### config.mk
export PLATFORM = sky130hd
export DESIGN_NAME = lockdog_wdt
export DESIGN_NICKNAME = d
export VERILOG_FILES = /design/src/rtl/lockdog_pkg.sv /design/src/rtl/lockdog_tick_gen.sv /design/src/rtl/lockdog_feed_fsm.sv /design/src/rtl/lockdog_downcount.sv /design/src/rtl/lockdog_wdt.sv
export SDC_FILE = /design/constraint.sdc
export NUM_CORES = 1
export LEC_CHECK = 0
export BUFFER_PORTS_ARGS = -buffer_cell sky130_fd_sc_hd__buf_2
export CAP_MARGIN = 20
export CORE_MARGIN = 3
export CORE_UTILIZATION = 55
export DETAILED_ROUTE_END_ITERATION = 7
export GPL_TIMING_DRIVEN = 1
export HOLD_SLACK_MARGIN = 0.08
export PLACE_DENSITY = 0.85
export SYNTH_ARGS = -nofsm -noshare
export SYNTH_HDL_FRONTEND = slang
export SYNTH_SLANG_ARGS = --single-unit
### constraint.sdc
create_clock -name clk -period 7.4 [get_ports clk]
set_clock_uncertainty 0.15 [all_clocks]
set_input_delay 2.22 -clock clk [delete_from_list [all_inputs] [get_ports clk]]
set_output_delay 2.22 -clock clk [all_outputs]
set_load 0.1 [all_outputs]
### src/rtl/lockdog_pkg.sv
package lockdog_pkg;

    typedef enum logic [1:0] {
        WD_OFF  = 2'd0,
        WD_RUN  = 2'd1,
        WD_FIRE = 2'd2
    } wd_state_e;

    typedef enum logic {
        FD_IDLE = 1'b0,
        FD_HALF = 1'b1
    } feed_state_e;

    localparam logic [1:0] ADDR_CTRL = 2'd0;
    localparam logic [1:0] ADDR_TIME = 2'd1;
    localparam logic [1:0] ADDR_FEED = 2'd2;

    localparam logic [7:0] FEED_KEY_A = 8'hAA;
    localparam logic [7:0] FEED_KEY_B = 8'h55;

endpackage

### src/rtl/lockdog_tick_gen.sv
module lockdog_tick_gen #(
    parameter int NSRC  = 3,
    parameter int PRE_W = 2,
    parameter int SEL_W = 2
) (
    input  logic             clk,
    input  logic             rst_n,
    input  logic [NSRC-1:0]  src_tick,
    input  logic [SEL_W-1:0] src_sel,
    input  logic             hold,
    input  logic             restart,
    output logic             tick_out
);

    logic sel_tick;

    // Source mux; out-of-range select yields no ticks.
    always_comb begin
        sel_tick = 1'b0;
        for (int i = 0; i < NSRC; i++) begin
            if (src_sel == SEL_W'(i)) begin
                sel_tick = src_tick[i];
            end
        end
    end

    generate
        if (PRE_W == 0) begin : g_nodiv
            assign tick_out = sel_tick && !hold && !restart;
        end else begin : g_div
            logic [PRE_W-1:0] pre_q;

            always_ff @(posedge clk or negedge rst_n) begin
                if (!rst_n) begin
                    pre_q <= '0;
                end else if (restart) begin
                    pre_q <= '0;
                end else if (sel_tick && !hold) begin
                    pre_q <= pre_q + 1'b1;
                end
            end

            assign tick_out = sel_tick && !hold && !restart && (pre_q == '1);
        end
    endgenerate

endmodule

### src/rtl/lockdog_feed_fsm.sv
module lockdog_feed_fsm
    import lockdog_pkg::*;
(
    input  logic       clk,
    input  logic       rst_n,
    input  logic       wr_en,
    input  logic [1:0] wr_addr,
    input  logic [7:0] wr_byte,
    output logic       feed_ok,
    output logic       feed_bad
);

    feed_state_e st_q, st_d;
    logic        to_feed;

    assign to_feed = (wr_addr == ADDR_FEED);

    always_ff @(posedge clk or negedge rst_n) begin
        if (!rst_n) begin
            st_q <= FD_IDLE;
        end else begin
            st_q <= st_d;
        end
    end

    always_comb begin
        st_d     = st_q;
        feed_ok  = 1'b0;
        feed_bad = 1'b0;
        if (wr_en) begin
            unique case (st_q)
                FD_IDLE: begin
                    if (to_feed && wr_byte == FEED_KEY_A) begin
                        st_d = FD_HALF;
                    end
                end
                FD_HALF: begin
                    st_d = FD_IDLE;
                    if (to_feed && wr_byte == FEED_KEY_B) begin
                        feed_ok = 1'b1;
                    end else begin
                        feed_bad = 1'b1;
                    end
                end
            endcase
        end
    end

endmodule

### src/rtl/lockdog_downcount.sv
module lockdog_downcount #(
    parameter int CNT_W = 24
) (
    input  logic             clk,
    input  logic             rst_n,
    input  logic             load,
    input  logic [CNT_W-1:0] load_val,
    input  logic             step,
    output logic [CNT_W-1:0] cnt,
    output logic             at_zero
);

    always_ff @(posedge clk or negedge rst_n) begin
        if (!rst_n) begin
            cnt <= '0;
        end else if (load) begin
            cnt <= load_val;
        end else if (step && cnt != '0) begin
            cnt <= cnt - 1'b1;
        end
    end

    assign at_zero = (cnt == '0);

endmodule

### src/rtl/lockdog_wdt.sv
module lockdog_wdt
    import lockdog_pkg::*;
#(
    parameter  int CNT_W      = 24,
    parameter  int PRE_W      = 2,
    parameter  int NSRC       = 3,
    parameter  int MIN_RELOAD = 255,
    localparam int SEL_W      = $clog2(NSRC + 1)
) (
    input  logic             clk,
    input  logic             rst_n,
    input  logic [NSRC-1:0]  src_tick,
    input  logic [SEL_W-1:0] src_sel,
    input  logic             debug_hold,
    input  logic             wr_en,
    input  logic [1:0]       wr_addr,
    input  logic [CNT_W-1:0] wr_data,
    output logic             running,
    output logic             wd_reset_pulse,
    output logic             wd_irq_pulse,
    output logic             wd_flag,
    output logic [CNT_W-1:0] count_out
);

    localparam logic [CNT_W-1:0] FLOOR = CNT_W'(MIN_RELOAD);

    wd_state_e        state_q, state_d;
    logic [CNT_W-1:0] tc_q;
    logic             mode_rst_q;
    logic             flag_q;

    logic ctrl_wr, time_wr, arm_req;
    logic feed_ok, feed_bad;
    logic load, tick4, at_zero;
    logic expire, broken;

    assign ctrl_wr = wr_en && (wr_addr == ADDR_CTRL);
    assign time_wr = wr_en && (wr_addr == ADDR_TIME);
    assign arm_req = ctrl_wr && wr_data[0] && (state_q == WD_OFF);
    assign load    = arm_req || feed_ok;

    lockdog_feed_fsm u_feed (
        .clk      (clk),
        .rst_n    (rst_n),
        .wr_en    (wr_en),
        .wr_addr  (wr_addr),
        .wr_byte  (wr_data[7:0]),
        .feed_ok  (feed_ok),
        .feed_bad (feed_bad)
    );

    lockdog_tick_gen #(
        .NSRC  (NSRC),
        .PRE_W (PRE_W),
        .SEL_W (SEL_W)
    ) u_tick (
        .clk      (clk),
        .rst_n    (rst_n),
        .src_tick (src_tick),
        .src_sel  (src_sel),
        .hold     (debug_hold),
        .restart  (load),
        .tick_out (tick4)
    );

    lockdog_downcount #(
        .CNT_W (CNT_W)
    ) u_cnt (
        .clk      (clk),
        .rst_n    (rst_n),
        .load     (load),
        .load_val (tc_q),
        .step     (tick4 && state_q == WD_RUN),
        .cnt      (count_out),
        .at_zero  (at_zero)
    );

    assign expire = tick4 && at_zero;
    assign broken = feed_bad && !debug_hold;

    // Configuration registers: timeout clamped on write, mode locked while armed.
    always_ff @(posedge clk or negedge rst_n) begin
        if (!rst_n) begin
            tc_q       <= FLOOR;
            mode_rst_q <= 1'b1;
        end else begin
            if (time_wr) begin
                tc_q <= (wr_data < FLOOR) ? FLOOR : wr_data;
            end
            if (ctrl_wr && state_q == WD_OFF) begin
                mode_rst_q <= wr_data[1];
            end
        end
    end

    // State register
    always_ff @(posedge clk or negedge rst_n) begin
        if (!rst_n) begin
            state_q <= WD_OFF;
        end else begin
            state_q <= state_d;
        end
    end

    always_comb begin
        state_d = state_q;
        unique case (state_q)
            WD_OFF:  if (arm_req) state_d = WD_RUN;
            WD_RUN:  if (expire || broken) state_d = WD_FIRE;
            WD_FIRE: state_d = WD_OFF;
            default: state_d = WD_OFF;
        endcase
    end

    // Sticky record of a watchdog-issued reset
    always_ff @(posedge clk or negedge rst_n) begin
        if (!rst_n) begin
            flag_q <= 1'b0;
        end else if (state_q == WD_FIRE && mode_rst_q) begin
            flag_q <= 1'b1;
        end
    end

    // Outputs
    always_comb begin
        running        = (state_q == WD_RUN);
        wd_reset_pulse = (state_q == WD_FIRE) && mode_rst_q;
        wd_irq_pulse   = (state_q == WD_FIRE) && !mode_rst_q;
        wd_flag        = flag_q;
    end

endmodule

== Word level (Yosys, flattened, before mapping) ==
Cells that the tools add are included.
Widths: inputs -> output; s select.

* Register bits: 55
* Input port bits: 35
* Output and inout bits: 28
* Word-level logic and storage cells: 70

* $add $sub $neg: 2
* $lt $le $gt $ge: 1
* Eq/ne operators: 11
* Muxes and demuxes: 19
* Bitwise logic cells: 1
* Reduce and logical (&&, ||, !) cells: 29

{| class="wikitable"
|+ Operators by type and width
! kind !! count
|-
| $mux 24 || 3
|-
| $logic_not 24->1 || 1
|-
| $lt 24x8->1 const B || 1
|-
| $reduce_bool 24->1 || 1
|-
| $sub 24x1->24 const B || 1
|-
| $logic_and 1x1->1 || 16
|-
| $mux 1 || 10
|-
| $eq 2x2->1 const B || 4
|-
| $eq 8x7->1 const B || 1
|-
| $eq 8x8->1 const B || 1
|-
| $mux 2 || 4
|-
| $eq 2x1->1 const B || 3
|-
| $logic_not 2->1 || 3
|-
| $pmux 2 s2 || 1
|-
| $reduce_bool 2->1 || 2
|-
| $logic_not 1->1 || 3
|-
| $add 2x1->2 const B || 1
|-
| $logic_or 1x1->1 || 2
|-
| $ne 2x1->1 const B || 1
|-
| $ne 2x2->1 const B || 1
|-
| $pmux 1 s2 || 1
|-
| $reduce_and 2->1 || 1
|-
| $not 1->1 || 1
|}

== Longest topological paths before layout ==
Gate-level depths: netlist of the first run.

* Depth in word-level cells: 13
* Depth in mapped cells: 10
* Gate-level depth less buffers: 8

== Hierarchy ==
From an unflattened synthesis of the first run, not the netlist that was laid out.

* Cell total of the unflattened synthesis: 321
* Area total of the unflattened synthesis: 2986.6 sq um

{| class="wikitable"
|+ Modules (own cells, without submodules)
! module !! instances !! cells each !! area each (sq um) !! seq. area each (sq um)
|-
| lockdog_downcount || 1 || 168 || 1492.7 || 600.6
|-
| lockdog_wdt || 1 || 125 || 1218.7 || 711.9
|-
| lockdog_tick_gen || 1 || 14 || 151.4 || 50.0
|-
| lockdog_feed_fsm || 1 || 14 || 123.9 || 25.0
|}

== Worst setup path before layout of the first run ==
OpenSTA, ideal clock, no wires.

* Path type: reg-to-output
* Start: register state_q[0]
* End: output wd_irq_pulse
* Arrival time: 2597 ps
* Required time: 5030 ps
* Setup slack: 2433 ps
* Stages on the path, launching flop included: 2
* Path buffers: 0
* Cells stage by stage: dfrtp_1 -> nor3b_1

* Longest elaborated chain between the ends: 2

{| class="wikitable"
|+ Ends and longest elaborated chain
! item !! RTL line !! text
|-
| start, declared || lockdog_wdt.sv:27 || <nowiki>wd_state_e state_q, state_d;</nowiki>
|-
| start signal, assigned || lockdog_wdt.sv:101 || <nowiki>state_q <= state_d;</nowiki>
|-
| $eq 2x2->1 || lockdog_wdt.sv:128 || <nowiki>wd_irq_pulse = (state_q == WD_FIRE) && !mode_rst_q;</nowiki>
|-
| $logic_and 1x1->1 || lockdog_wdt.sv:128 ||
|-
| end, declared || lockdog_wdt.sv:20 || <nowiki>output logic wd_irq_pulse,</nowiki>
|}

No other way between the ends.

== Worst setup path in the final report of the first run ==
* Start: input wr_data[1]
* End: register u_cnt.cnt[23]

* Longest elaborated chain between the ends: 12
* Elaborated cells on any way between the ends: 13
* Classes of those cells: 1 x eq/ne; 4 x mux; 8 x reduce/logical

{| class="wikitable"
|+ Ends and longest elaborated chain
! item !! RTL line !! text
|-
| start, declared || lockdog_wdt.sv:17 || <nowiki>input logic [CNT_W-1:0] wr_data,</nowiki>
|-
| $eq 8x7->1 (*) || lockdog_feed_fsm.sv:39 || <nowiki>if (to_feed && wr_byte == FEED_KEY_B) begin</nowiki>
|-
| $logic_and 1x1->1 (*) || lockdog_feed_fsm.sv:39 ||
|-
| $mux 1 (*) || lockdog_feed_fsm.sv:39 ||
|-
| $mux 1 (*) || lockdog_feed_fsm.sv:31 || <nowiki>unique case (st_q)</nowiki>
|-
| $mux 1 (*) || lockdog_feed_fsm.sv:30 || <nowiki>if (wr_en) begin</nowiki>
|-
| $logic_or 1x1->1 (*) || lockdog_wdt.sv:40 || <nowiki>assign load = arm_req || feed_ok;</nowiki>
|-
| $logic_not 1->1 || lockdog_tick_gen.sv:43 || <nowiki>assign tick_out = sel_tick && !hold && !restart && (pre_q == '1);</nowiki>
|-
| $logic_and 1x1->1 (2 in series) || lockdog_tick_gen.sv:43 ||
|-
| $logic_and 1x1->1 || lockdog_wdt.sv:73 || <nowiki>.step (tick4 && state_q == WD_RUN),</nowiki>
|-
| $logic_and 1x1->1 || lockdog_downcount.sv:18 || <nowiki>end else if (step && cnt != '0) begin</nowiki>
|-
| $reduce_bool 2->1 (no source line) || n/a ||
|-
| end signal, assigned || lockdog_downcount.sv:17 || <nowiki>cnt <= load_val;</nowiki>
|-
| end signal, assigned || lockdog_downcount.sv:19 || <nowiki>cnt <= cnt - 1'b1;</nowiki>
|-
| end, declared || lockdog_downcount.sv:9 || <nowiki>output logic [CNT_W-1:0] cnt,</nowiki>
|}

Mark *: on every way between the ends. The rest lies on a longest branch, timed or not.
A chain may end at the register's enable or synchronous reset.

==> results_dict.tcl, run 1 <==
set metrics [dict create \
    die_w_um 77.7 \
    peakVddDrop_mv 0.446 \
    worstSkewPairLatency_ns 0.31 \
    cp.arrival_ns 4.40 \
    end_kind "flop" \
    crit_required_ns 7.45 \
    worstMarginPinSlew_ns 0.707 \
    grt_pass1_wl_um 11300 \
    netlist_area_um2 2830 \
    setup_viol 0 \
    syn_avg_cell_area_um2 10.5 \
    finalMaxSlewViolations 0 \
    grt-ovfl-total 0 \
    status "complete, no violations" \
    crit_type "in -> reg" \
    leakage_uw 0.00140 \
    synth_top_family_by_area "simple AND/OR/NAND/NOR gates" \
    synth_top_area_share_pct 40.7 \
    cts_tree "built" \
    nets 371 \
    synth-simple-area-share_pct 23.6 \
    synth_ff_type "dfrtp_1" \
    grt_pass1_vias 2462 \
    post_cts_buffers 0 \
    gp_congestion 0.832 \
    pwr_density_cell_nw_per_um2 484 \
    finalCritPeriodShare_pct 58.8 \
    synth-compound-area-share_pct 8.58 \
    post_cts_resized 0 \
    drc_errors 0 \
    hold_violations 0 \
    wl_per_cell_um 16.2 \
    htreeDepth 2 \
    root_buffer "clkbuf_8" \
    drive_gt1_share_pct 32.3 \
    cts_hold_buffers 0 \
    num_rows 25 \
    finish.instance_area_um2 3310 \
    grt_antenna_before_repair 0 \
    synthMuxAreaShare_pct 8.27 \
    io_pins 63 \
    core_um2 4850 \
    placed_area_um2 3200 \
    synth_top_area_cell "dfrtp_1" \
    drtAntennaViolNets 0 \
    synthXorXnorAreaFrac_pct 6.81 \
    cp_max_fo 43 \
    num_antenna_cells 0 \
    dieArea_um2 6040 \
    synth_nets 308 \
    die_height_um 77.7 \
    cap_viol_max_count 0 \
    via_count 2369 \
    ys_top_cells_by_area "dfrtp_1 41%, dfstp_2 8.4%, mux2_2 7.2%" \
    setup_ws_ns 3.05 \
    cts_sinks 55 \
    first_iter_violations 155 \
    synth_edf_count 0 \
    firstDrtPassIters 4 \
    cts.clk_slew.worst_paths_ns 0.09 \
    vias_per_cell 5.91 \
    grtUsageTotal_pct 23.3 \
    synthArstFlopShare_pct 100 \
    placed_cells 392 \
    critPathLaunchType "primary input" \
    final.setup.tns_ns 0 \
    cts_made_buffers 5 \
    ys_seq_area_share_pct 49.0 \
    fin_crit_ns 4.35 \
    synth_cell_types 43 \
    yosys_register_bits 55 \
    syn_inst 270 \
    fmax_mhz 230 \
    grt_start_max_net_pins 56 \
    hold_path.class "reg -> reg" \
    pre_cts_slack_ns 2.74 \
    final_cells 401 \
    ys_warn_count 0 \
    clockBufferDepth 2 \
    numPortBuffers 62 \
    dpl.hpwl_um 4690 \
    max_slew_margin_pct 52.7 \
    synthAdderAreaFrac_pct 1.33 \
    start_util_pct 58.3 \
    area_growth_pct 17.1 \
    grt_setup_unrepaired "false" \
    routed_wl_um 6500 \
]
==> path summary, 6_finish.rpt <==
path                                          startpoint                        end  slack (ns)  depth (start not counted)
worst max-delay path                          wr_data[1]  u_cnt.cnt[23]$_DFFE_PN0P_        3.05                          6
worst min-delay path                 wd_flag$_DFFE_PN0P_        wd_flag$_DFFE_PN0P_        0.32                          1
worst max register to register  u_cnt.cnt[0]$_DFFE_PN0P_   u_cnt.cnt[1]$_DFFE_PN0P_        4.51                          8
worst min register to register       wd_flag$_DFFE_PN0P_        wd_flag$_DFFE_PN0P_        0.32                          1
max in group asynchronous                          rst_n       tc_q[17]$_DFFE_PN0P_        4.78                          2
min in group asynchronous                          rst_n  u_cnt.cnt[11]$_DFFE_PN0P_        1.87                          2
==> power by group <==
group	internal [µW]	switching, µW
Clock	101	95.3
Sequential	411	118
Combinational	173	704
Total	685	917
==> cell families (layout without fill, tap and decap cells) <==
| family | Yosys count | count (layout) |
|---|---|---|
| flip-flops | 55 | 55 |
| multiplexers | 21 | 21 |
| XOR/XNOR | 22 | 22 |
| AND/OR/NAND/NOR | 115 | 115 |
| adder cells (fa/ha/maj) | 3 | 3 |
| buffers and inverters | 15 | 79 |
| AO/OA/AOI/OAI | 39 | 39 |
==> sequential cells by signal (all words and copies together), names as in the netlist <==
register / count
tc_q: 24
wd_flag: 1
u_feed.st_q: 1
state_q: 2
u_cnt.cnt: 24
mode_rst_q: 1
u_tick.g_div.pre_q: 2
==> placed cells by master (no fill, tap or decap), types with 3 or more instances in the layout <==
master | Yosys | layout
buf_2 | 3 | 62
dfrtp_1 | 46 | 46
nand2_1 | 31 | 31
xor2_1 | 20 | 20
o21ai_0 | 20 | 20
nand4_1 | 18 | 18
mux2_2 | 18 | 18
nor2_1 | 15 | 14
nand3_1 | 9 | 9
nor3_1 | 9 | 9
dfstp_2 | 9 | 9
nor4_1 | 8 | 8
o22a_1 | 8 | 8
inv_1 | 5 | 5
o21ai_1 | 5 | 5
clkbuf_8 | 0 | 5
buf_4 | 2 | 4
nor4_4 | 3 | 3
nor2_2 | 2 | 3
or3_1 | 3 | 3
nand4b_1 | 3 | 3
ha_1 | 3 | 3
==> synth_stat cells (2+ instances only) <==
cell type,n
buf_2,3
buf_4,2
clkbuf_1,5
dfrtp_1,46
dfstp_2,9
ha_1,3
inv_1,5
mux2_2,18
mux2i_1,2
nand2_1,31
nand2b_1,2
nand3_1,9
nand4_1,18
nand4b_1,3
nor2_1,15
nor2_2,2
nor3_1,9
nor3b_1,2
nor4_1,8
nor4_4,3
o21ai_0,20
o21ai_1,5
o22a_1,8
or3_1,3
xnor2_1,2
xor2_1,20
==> routing by layer <==
layer  up-vias  global-route usage, %  routed length, µm
li1       1114                      -                  -
met1      1156                   31.0               2740
met2        84                   36.7               3200
met3        15                   4.99                399
met4         0                   10.3                157
met5         -                      0                  0
==> critical path, cell delays in order <==
cell and delay, ns:
buf_2 0.12, or4_1 0.59, nor4_4 0.43, a21o_1 0.24
buf_4 0.40, mux2_2 0.39
==> area by class of cell <==
type,count,area (µm²)
fillers,367,1540
flip-flops and latches,55,1390
multi-input cells,200,1380
repair buffers,66,340
well taps,67,83.8
clock buffers,7,76.3
clock inverters,1,30.0
inverters,5,18.8
==> through the flow <==
step                      hold WS, ns  util, %  power (µW)
after floorplan                 0.296        -        1240
after global placement          0.295     66.0        1390
after detailed placement        0.300     66.0        1410
after CTS                       0.322     68.2        1610
after global routing            0.338     68.3        1680
final                           0.320     68.3        1600
Note: power is estimated with default switching activity, not from simulation.
==> run 2, diff against run 1 <==
--- a/config.mk
+++ b/config.mk
@@ -5,6 +5,7 @@
 export SDC_FILE = /design/constraint.sdc
 export NUM_CORES = 1
 export LEC_CHECK = 0
+export ABC_AREA = 1
 export BUFFER_PORTS_ARGS = -buffer_cell sky130_fd_sc_hd__buf_2
 export CAP_MARGIN = 20
 export CORE_MARGIN = 3
@@ -12,7 +13,7 @@
 export DETAILED_ROUTE_END_ITERATION = 7
 export GPL_TIMING_DRIVEN = 1
 export HOLD_SLACK_MARGIN = 0.08
-export PLACE_DENSITY = 0.85
+export PLACE_DENSITY = 0.83
 export SYNTH_ARGS = -nofsm -noshare
 export SYNTH_HDL_FRONTEND = slang
 export SYNTH_SLANG_ARGS = --single-unit
==> constraint.sdc (replaced) <==
create_clock -name clk -period 4.1 [get_ports clk]
set_clock_uncertainty 0.15 [all_clocks]
set_input_delay 1.23 -clock clk [delete_from_list [all_inputs] [get_ports clk]]
set_output_delay 1.23 -clock clk [all_outputs]
set_load 0.1 [all_outputs]
==> results_dict.tcl, run 2 <==
set metrics [dict create \
    status "complete, no violations" \
    crit_chain "buf_2, inv_2, nor2_1, nand4_1, nand2_2, inv_2, o21ai_0, nand2_1, nand2_1" \
    placed_area_um2 3700 \
    dieArea_um2 7150 \
    cts_hold_buffers 0 \
    num_rows 27 \
    pwr_density_cell_nw_per_um2 817 \
    synth_cell_types 38 \
    path_buf_inv 3 \
    top_regs "tc_q: 24 flops, u_cnt.cnt: 24 flops" \
    cts_tree "built" \
    cap_viol_max_count 0 \
    hold_path.class "reg -> reg" \
    yosys_register_bits 55 \
    cp_slowest_stage_delay_ns 0.46 \
    start_util_pct 59.1 \
    gp_congestion 0.923 \
    die_w_um 84.5 \
    cpLargestDelayFamily "simple AND/OR/NAND/NOR gates" \
    dpl.hpwl_um 6080 \
    peakVddDrop_mv 0.588 \
    ys_seq_area_share_pct 40.9 \
    clockBufferDepth 2 \
    numPortBuffers 62 \
    rr_startpoint "state_q[1]$_DFFE_PN0P_" \
    synth_top_area_cell "dfrtp_1" \
    synth_top_area_share_pct 33.9 \
    r2r_cells 7 \
    fill_cells 495 \
    crit_type "in -> reg" \
    reg2reg_slack_ns 1.72 \
    holdWs_ns 0.322 \
    power_uw 3100 \
    whs_path_depth 1 \
    root_buffer "clkbuf_8" \
    routed_wl_um 8060 \
    final.setup.tns_ns 0 \
    post_cts_resized 0 \
    mostFrequentLayoutCells "137 x nand2_1, 62 x buf_2, 60 x nor2_1" \
    hold_violations 0 \
    ys_top_cells_by_area "dfrtp_1 34%, nand2_1 15%, dfstp_2 7.0%" \
    critPathLaunchType "primary input" \
    placed_cells 570 \
    end_kind "flop" \
    netlist_area_um2 3390 \
    finalMaxSlewViolations 0 \
    whs_endpoint "wd_flag$_DFFE_PN0P_" \
    synth.most_common_cell "nand2_1" \
    synth_nets 486 \
    min_from "wd_flag$_DFFE_PN0P_" \
    synth_ff_type "dfrtp_1" \
    crit_slowest_cell "nand2_2" \
    io_pins 63 \
    syn_avg_cell_area_um2 7.57 \
    layout.cells.most_common "nand2_1" \
    worstSkewPairLatency_ns 0.31 \
    via_count 3117 \
    setup_viol 0 \
    nets 543 \
    leakage_uw 0.00202 \
    cts_sinks 55 \
    drive_gt1_share_pct 21.5 \
    grt_antenna_before_repair 0 \
    cts.clk_slew.worst_paths_ns 0.10 \
    core_um2 5740 \
    drtAntennaViolNets 0 \
    r2r-end "u_cnt.cnt[5]$_DFFE_PN0P_" \
    grt_pass1_vias 2990 \
    synth.top_cells.by_count "137 x nand2_1, 60 x nor2_1, 46 x dfrtp_1" \
    area_growth_pct 11.7 \
    synth_edf_count 0 \
    grtUsageTotal_pct 23.9 \
    worstMarginPinSlew_ns 1.02 \
    grt-ovfl-total 0 \
    synthArstFlopShare_pct 100 \
    grt_setup_unrepaired "false" \
    final_cells 578 \
    max_slew_margin_pct 32.0 \
    cp_max_fo 46 \
    crit_required_ns 4.21 \
    post_cts_buffers 0 \
    fin_crit_ns 2.99 \
    num_antenna_cells 0 \
    grt_pass1_wl_um 14100 \
    drc_errors 0 \
    syn_inst 448 \
    die_height_um 84.5 \
    fmax_mhz 335 \
    cp.arrival_ns 3.09 \
    finalCritPeriodShare_pct 72.9 \
    grt_start_max_net_pins 47 \
    htreeDepth 2 \
    first_iter_violations 246 \
    ys_warn_count 0 \
    finish.instance_area_um2 3790 \
    wl_per_cell_um 13.9 \
    vias_per_cell 5.39 \
    firstDrtPassIters 5 \
    cts_made_buffers 5 \
]
[run 2: metal layers]
layer	share of wire, %	up-vias	global-route usage (%)
met3	7.3	2	4.91
met1	46	1454	34.4
met2	47	98	38.4
li1	-	1563	-
met4	0.32	0	3.31
met5	0	-	0
[run 2: kinds of logic after synthesis]
family	synth area share, %
adder cells (fa/ha/maj)	1.11
AO/OA/AOI/OAI	6.45
multiplexers	5.60
flip-flops	40.9
AND/OR/NAND/NOR	35.4
XOR/XNOR	2.84
buffers and inverters	7.67
[run 2: area by class of cell]
cell class	count	area [µm²]	area share (%)
clock buffer	5	68.8	1.82
clock inverter	3	23.8	0.627
inverter	40	150	3.96
multi-input combinational	339	1750	46.0
sequential	55	1390	36.6
tap	72	90.1	2.38
timing repair buffer	64	325	8.58
[run 2: worst max path at each step]
| stage | depth (start not counted) | endpoint | startpoint | slack [ns] |
|---|---|---|---|---|
| floorplan | 2 | wd_reset_pulse | mode_rst_q$_DFFE_PN1P_ | 0.11 |
| global placement | 10 | u_cnt.cnt[11]$_DFFE_PN0P_ | wr_en | 0.90 |
| detailed placement | 9 | u_cnt.cnt[5]$_DFFE_PN0P_ | wr_en | 0.82 |
| CTS | 9 | u_cnt.cnt[5]$_DFFE_PN0P_ | wr_en | 1.15 |
| global route | 11 | u_cnt.cnt[3]$_DFFE_PN0P_ | wr_addr[0] | 0.82 |
| finish | 9 | u_cnt.cnt[5]$_DFFE_PN0P_ | wr_en | 1.11 |
[run 2: metrics by stage]
step / util, % / setup WS (ns)
floorplan: - / 0.114
global placement: 64.4 / 0.902
detailed placement: 64.4 / 0.817
CTS: 66.0 / 1.15
global route: 66.0 / 0.824
finish: 66.0 / 1.11
[run 2: power by group]
group | switching [µW] | total, µW | internal [µW]
logic | 1430 | 1880 | 447
clock network | 193 | 318 | 124
registers | 189 | 900 | 711
total | 1820 | 3100 | 1280
==> run 3, diff against run 2 <==
--- a/config.mk
+++ b/config.mk
@@ -5,15 +5,15 @@
 export SDC_FILE = /design/constraint.sdc
 export NUM_CORES = 1
 export LEC_CHECK = 0
-export ABC_AREA = 1
+export ABC_AREA = 0
 export BUFFER_PORTS_ARGS = -buffer_cell sky130_fd_sc_hd__buf_2
 export CAP_MARGIN = 20
 export CORE_MARGIN = 3
-export CORE_UTILIZATION = 55
+export CORE_UTILIZATION = 49
 export DETAILED_ROUTE_END_ITERATION = 7
 export GPL_TIMING_DRIVEN = 1
 export HOLD_SLACK_MARGIN = 0.08
-export PLACE_DENSITY = 0.83
+export PLACE_DENSITY = 0.8
 export SYNTH_ARGS = -nofsm -noshare
 export SYNTH_HDL_FRONTEND = slang
 export SYNTH_SLANG_ARGS = --single-unit
==> constraint.sdc (replaced) <==
create_clock -name clk -period 2.6 [get_ports clk]
set_clock_uncertainty 0.15 [all_clocks]
set_input_delay 0.78 -clock clk [delete_from_list [all_inputs] [get_ports clk]]
set_output_delay 0.78 -clock clk [all_outputs]
set_load 0.1 [all_outputs]
==> results_dict.tcl, run 3 (synthesis gave the netlist of run 1 again) <==
set metrics [dict create \
    crit_slowest_cell "or4_4" \
    finalCritPeriodShare_pct 93.8 \
    cts_hold_buffers 0 \
    cap_viol_max_count 0 \
    pwr_density_cell_nw_per_um2 1310 \
    first_iter_violations 167 \
    dieArea_um2 6720 \
    finalMaxSlewViolations 0 \
    fill_cells 469 \
    rr_startpoint "u_cnt.cnt[2]$_DFFE_PN0P_" \
    reg2reg_slack_ns 0.31 \
    worstMarginPinSlew_ns 0.689 \
    post_cts_buffers 0 \
    drive_gt1_share_pct 40.8 \
    hold_violations 0 \
    core_um2 5540 \
    start_util_pct 51.1 \
    io_pins 63 \
    setup.worst_path.start "wr_data[1]" \
    die_w_um 82.0 \
    peakVddDrop_mv 0.976 \
    cts_sinks 55 \
    status "complete, no violations" \
    final.setup.tns_ns 0 \
    mostFrequentLayoutCells "62 x buf_2, 33 x dfrtp_1, 31 x nand2_1" \
    cp_max_fo 4 \
    clockBufferDepth 2 \
    finish.utilization_pct 62.6 \
    cp.depth 7 \
    cts_made_buffers 5 \
    drc_errors 0 \
    worstSkewPairLatency_ns 0.31 \
    area_growth_pct 22.6 \
    vias_per_cell 5.58 \
    grt_pass1_vias 2283 \
    crit_type "in -> reg" \
    grt_antenna_before_repair 0 \
    cp_slowest_stage_delay_ns 0.55 \
    grt-ovfl-total 0 \
    r2r_cells 7 \
    crit_required_ns 2.64 \
    cts_tree "built" \
    gp_congestion 0.829 \
    grtUsageTotal_pct 20.8 \
    root_buffer "clkbuf_8" \
    max_slew_margin_pct 53.9 \
    dpl.hpwl_um 4840 \
    fin_crit_ns 2.44 \
    routed_wl_um 6370 \
    layout.cells.most_common "buf_2" \
    nets 385 \
    cp-endpoint "u_cnt.cnt[23]$_DFFE_PN0P_" \
    num_rows 27 \
    finish.instance_area_um2 3470 \
    grt_setup_unrepaired "false" \
    power_uw 4540 \
    grt_start_max_net_pins 56 \
    drtAntennaViolNets 0 \
    numPortBuffers 62 \
    path_buf_inv 1 \
    htreeDepth 2 \
    multi_input_area_um2 1400 \
    end_kind "flop" \
    firstDrtPassIters 4 \
    hold_path.class "in -> async" \
    via_count 2345 \
    placed_area_um2 3370 \
    leakage_uw 0.00146 \
    cp.arrival_ns 2.48 \
    r2r-end "u_cnt.cnt[15]$_DFFE_PN0P_" \
    die_height_um 82.0 \
    crit_chain "buf_2, or4_4, nor4_4, nor2_4, nand4b_1, mux2_1, mux2_2" \
    fmax_mhz 410 \
    top_regs "tc_q: 24 flops, u_cnt.cnt: 24 flops" \
    post_cts_resized 0 \
    wl_per_cell_um 15.2 \
    regArea_um2 1410 \
    cts.clk_slew.worst_paths_ns 0.10 \
    grt_pass1_wl_um 10600 \
    setup_viol 0 \
    cpLargestDelayFamily "simple AND/OR/NAND/NOR gates" \
    critPathLaunchType "primary input" \
    num_antenna_cells 0 \
]
[run 3: metal layers]
metal / GRT usage (%) / vias up / wire length [µm] / part of all wire [%]
li1: - / 1133 / - / -
met1: 28.0 / 1137 / 2760 / 43
met2: 34.2 / 66 / 3160 / 50
met3: 3.95 / 9 / 359 / 5.6
met4: 5.81 / 0 / 83 / 1.3
met5: 0 / - / 0 / 0
[run 3: final cells by class]
| type | count | area share (%) |
|---|---|---|
| Clock buffer | 7 | 2.49 |
| Clock inverter | 1 | 0.144 |
| Inverter | 5 | 0.541 |
| Multi-Input combinational cell | 200 | 40.4 |
| Sequential cell | 55 | 40.6 |
| Tap cell | 72 | 2.60 |
| Timing Repair Buffer | 80 | 13.2 |
[run 3: through the flow]
step,setup WS [ns],hold slack [ns],instances
2_1_floorplan,-0.0632,0.296,270
3_3_place_gp,-0.105,0.294,412
3_5_place_dp,-0.152,0.300,412
4_1_cts,0.149,0.307,420
5_1_grt,0.0255,0.309,420
6_report,0.161,0.295,420
[run 3: worst min-delay path by stage]
stage | cells past startpoint | start | slack, ns | endpoint
2_1_floorplan | 2 | tc_q[10]$_DFFE_PN0P_ | 0.30 | u_cnt.cnt[10]$_DFFE_PN0P_
3_3_place_gp | 1 | wd_flag$_DFFE_PN0P_ | 0.29 | wd_flag$_DFFE_PN0P_
3_5_place_dp | 1 | wd_flag$_DFFE_PN0P_ | 0.30 | wd_flag$_DFFE_PN0P_
4_1_cts | 2 | rst_n | 0.31 | u_cnt.cnt[9]$_DFFE_PN0P_
5_1_grt | 2 | rst_n | 0.31 | u_cnt.cnt[9]$_DFFE_PN0P_
6_report | 2 | rst_n | 0.30 | u_cnt.cnt[8]$_DFFE_PN0P_
[run 3: power by group]
part           leakage [µW]  total, µW  internal (µW)  switching, µW
Combinational      0.000773       2520            527           2000
Clock             0.0000482        480            216            264
Sequential         0.000642       1540           1200            340
[run 3: worst reg2reg max path, delay by kind of cell, from the launching register on]
family,cells,cell delay [ns]
and+or+nand+nor,4,1.09
DFF,1,0.46
buffers and inverters,1,0.20
xor gates and xnor gates,1,0.20
AOI/OAI and AO/OA,1,0.10
